<file path="config.mk">
export PLATFORM = sky130hd
export DESIGN_NAME = irq_agg
export DESIGN_NICKNAME = d
export VERILOG_FILES = /design/src/rtl/irq_agg.sv
export SDC_FILE = /design/constraint.sdc
export NUM_CORES = 1
export LEC_CHECK = 0
export CAP_MARGIN = 20
export CORE_MARGIN = 3
export CORE_UTILIZATION = 48
export DETAILED_ROUTE_END_ITERATION = 12
export DONT_BUFFER_PORTS = 1
export PLACE_DENSITY = 0.62
export SLEW_MARGIN = 20
export SYNTH_ARGS = -nofsm -noshare
export SYNTH_HDL_FRONTEND = slang
export SYNTH_SLANG_ARGS = --single-unit
</file>
<file path="constraint.sdc">
create_clock -name clk -period 6 [get_ports clk]
set_input_delay 1.2 -clock clk [delete_from_list [all_inputs] [get_ports clk]]
set_output_delay 1.2 -clock clk [all_outputs]
set_load 0.02 [all_outputs]
</file>
<file path="src/rtl/irq_agg.sv">
module irq_agg #(
  parameter int N_LINES = 16,
  parameter int AW      = 20,
  parameter int DW      = 32,
  parameter int RW      = 20,
  parameter logic [RW-1:0] WR_MASK  = 20'hFEEFF,
  parameter logic [AW-1:0] OFF_EN   = 20'h000C0,
  parameter logic [AW-1:0] OFF_RAW  = 20'h000C8,
  parameter logic [AW-1:0] OFF_PEND = 20'h000D0,
  parameter int N_AUX   = 4
) (
  input  logic               clk,
  input  logic               rst_n,
  input  logic [N_LINES-1:0] irq_lines,
  input  logic               reg_wr,
  input  logic [AW-1:0]      reg_addr,
  input  logic [DW-1:0]      reg_wdata,
  output logic [DW-1:0]      reg_rdata,
  output logic               irq_out
);

  function automatic logic [AW-1:0] aux_off(input int i);
    case (i)
      0:       return AW'(32'h10);
      1:       return AW'(32'h14);
      2:       return AW'(32'h40);
      default: return AW'(32'hE4);
    endcase
  endfunction

  logic [RW-1:0]      en_q, pend_q;
  logic [N_LINES-1:0] raw_q;
  logic               irq_q;
  logic [DW-1:0]      aux_q [N_AUX];

  wire [RW-1:0] lines_w = RW'(irq_lines);
  wire          wr_en   = reg_wr && (reg_addr == OFF_EN);
  wire          wr_pend = reg_wr && (reg_addr == OFF_PEND);
  wire [RW-1:0] wval    = reg_wdata[RW-1:0] & WR_MASK;

  wire [RW-1:0] en_d   = wr_en ? wval : en_q;
  wire [RW-1:0] pend_d = (wr_pend ? wval : pend_q) | (lines_w & en_q);

  always_ff @(posedge clk) begin
    if (!rst_n) begin
      en_q   <= '0;
      pend_q <= '0;
      raw_q  <= '0;
      irq_q  <= 1'b0;
    end else begin
      en_q   <= en_d;
      pend_q <= pend_d;
      raw_q  <= irq_lines;
      irq_q  <= |(pend_d & en_d);
    end
  end

  for (genvar g = 0; g < N_AUX; g++) begin : g_aux
    always_ff @(posedge clk) begin
      if (!rst_n)
        aux_q[g] <= '0;
      else if (reg_wr && reg_addr == aux_off(g))
        aux_q[g] <= reg_wdata;
    end
  end

  always_comb begin
    reg_rdata = '0;
    if (reg_addr == OFF_EN)   reg_rdata = DW'(en_q);
    if (reg_addr == OFF_PEND) reg_rdata = DW'(pend_q);
    if (reg_addr == OFF_RAW)  reg_rdata = DW'(raw_q);
    for (int i = 0; i < N_AUX; i++)
      if (reg_addr == aux_off(i)) reg_rdata = aux_q[i];
  end

  assign irq_out = irq_q;

endmodule

</file>
==> impl_metrics.toml <==
[outcome]
status = "completed"

[clocking]
clock_tree.htree_level_count = 4
holdBufCountCts = 0
clkSinkCount = 185
clock_path_buffers = 2
clock_latency_ns = 0.42
ctsResizeCount = 0
post-cts-setup-buffers = 0
path_clk_slew_ns = 0.06
cts-root-buf = "clkbuf_16"
cts_tree = "yes"
numCtsBuffers = 17

[drt]
post_drt_wl_per_cell_um = 22.4
vias = 6634
drcViolationCount = 0
first_iter_violations = 734
top_layer_used = "met4"
first_pass_iters = 6
m1WireLength_um = 10200
wl_met2_um = 11300
via_per_inst = 6.13
ant_nets = 0
wl_um = 24200
met3_wirelength_um = 2350

[grt]
grt_pass1_vias = 6596
grt_pass1_wl_um = 38100
overflow = 0
antenna_found_initial = 0
track_usage_pct = 24.9
grt_max_degree = 57

[layout]
fin_nets = 915
postLayoutCellArea_mm2 = 0.00963
nFillCells = 1537
area_growth_pct = 10.0
diodes = 0
multi_input_area_mm2 = 0.00355
layout_commonest_cell = "nand2_1"
regArea_mm2 = 0.00498
drive_above_1_share_pct = 8.63
most-common-layout-cells = "171 x nand2_1, 144 x and2_1, 128 x edfxtp_1"

[placed_design]
place_area_mm2 = 0.00900
gp_congestion = 0.881
numPortBuffers = 0
place_worst_setup_slack_ns = 0.773
hpwl_um = 15500

[worst_setup_path]
cp.required_ns = 4.80
crit_path_start_kind = "primary input"
end_kind = "output pin"
worstPathMaxFanout = 32
path_class = "primary input to output pin"
critical_path_arrival_ns = 3.95

[min_path]
min_path_type = "register to register"

[synthesis]
syn_avg_cell_area_um2 = 10.1
ys_seq_area_share_pct = 57.0
syn_nets = 936
ys_ff_latch = 185
synth_area_mm2 = 0.00875
ys_warn_count = 0
postSynthCellCount = 865
synth.distinct_cells = 47

[timing]
setup_viol = 0
post-route-min-period_ns = 5.15
finalHoldViolCount = 0
rsz0062_at_grt = "false"
worstMarginPinSlew_ns = 1.06
max_freq_mhz = 194
setup_ws_ns = 0.852
fin_skew_ns = 0.00702
slew_headroom_pct = 29.1
fin_tns_setup_ns = 0
drv_slew = 0
timing.final.crit_share_pct = 85.8

[floorplan]
die_h_um = 141
chipWidth_um = 141
die-area_mm2 = 0.0199
core_mm2 = 0.0176
io_pins = 104
rows = 48
start_util_pct = 49.7

[power]
ir_worst_vdd_mv = 0.242
power.density_mw_per_mm2 = 276
cellLeakagePower_nw = 3.34

[run]
maxCapViolations = 0
==> synth_stat cells (all sizes together) <==
cell | number | area [µm²]
buf | 7 | 48.8
inv | 4 | 15.0
a21boi | 14 | 105
nand2 | 173 | 654
and2 | 144 | 901
nand3 | 10 | 50.1
o21bai | 2 | 15.0
a2111oi | 7 | 80.1
clkbuf | 56 | 210
a41o | 2 | 20.0
a21o | 1 | 7.51
o221ai | 16 | 140
a22oi | 3 | 22.5
nor3b | 2 | 15.0
or4 | 3 | 22.5
edfxtp | 128 | 3840
o31ai | 2 | 15.0
a41oi | 19 | 166
a222oi | 16 | 160
or3 | 1 | 6.26
mux2i | 1 | 10.0
nand4b | 1 | 8.76
nand4 | 3 | 33.8
dfxtp | 57 | 1140
and3 | 7 | 43.8
nor4 | 8 | 101
a31oi | 19 | 119
a211oi | 2 | 15.0
a21oi | 53 | 265
o21ai | 10 | 50.1
o22ai | 23 | 144
and3b | 1 | 8.76
and4 | 2 | 17.5
o41a | 1 | 11.3
nand3b | 1 | 7.51
nor3 | 17 | 85.1
nor2 | 49 | 191
==> area by class of cell <==
type	instances	area share, %
Timing Repair Buffer	23	1.79
Clock inverter	14	2.04
Multi-Input combinational cell	613	36.9
Inverter	4	0.156
Tap cell	225	2.92
Clock buffer	18	4.46
Sequential cell	185	51.8
==> flip-flops by register name, summed over array words and instances, names as in the netlist <==
register / count
irq_out: 1
pend_q: 20
aux_q: 128
en_q: 20
raw_q: 16
==> worst paths after layout <==
kind	endpoint	from	cells after the start	slack (ns)
hold reg to reg	pend_q[16]$_SDFF_PN0_	pend_q[16]$_SDFF_PN0_	2	0.49
setup / recovery	reg_rdata[7]	reg_addr[17]	7	0.85
setup reg to reg	irq_out$_SDFF_PN0_	en_q[14]$_SDFF_PN0_	5	4.16
hold / removal	pend_q[16]$_SDFF_PN0_	pend_q[16]$_SDFF_PN0_	2	0.49
==> cell families (layout without fill, tap and decap cells) <==
logic type / count (synthesis) / after routing / share of synthesized area (%)
mux: 1 / 1 / 0.114
buf+inv: 67 / 59 / 3.13
compound gates: 190 / 190 / 15.3
flops: 185 / 185 / 57.0
simple gates: 422 / 422 / 24.5
==> report_power, final <==
part	internal (mW)	total (mW)	switching, mW
Combinational	0.0132	0.0465	0.0333
Clock	0.701	1.19	0.488
Sequential	1.41	1.42	0.0140
Total	2.12	2.66	0.536
==> per-layer routing <==
layer,up-vias,track usage [%]
met5,-,0
met4,0,6.17
met3,25,7.12
met2,318,39.1
met1,3175,34.4
li1,3116,-
==> through the flow <==
stage	power, mW	hold slack (ns)	util [%]	instances
6_report	2.66	0.488	54.7	1082
5_1_grt	2.74	0.520	54.7	1082
4_1_cts	2.67	0.489	54.7	1082
3_5_place_dp	1.50	0.480	51.2	1050
3_3_place_gp	1.50	0.469	51.2	1050
2_1_floorplan	1.48	0.444	-	865
==> critical path: stages <==
cell and delay, ns:
nor4_4 0.34, nand2_1 0.16, or4_2 1.03, a41oi_1 0.59, o22ai_1 0.17, a21oi_1 0.26, buf_4 0.19
(Power assumes the default switching activity.)
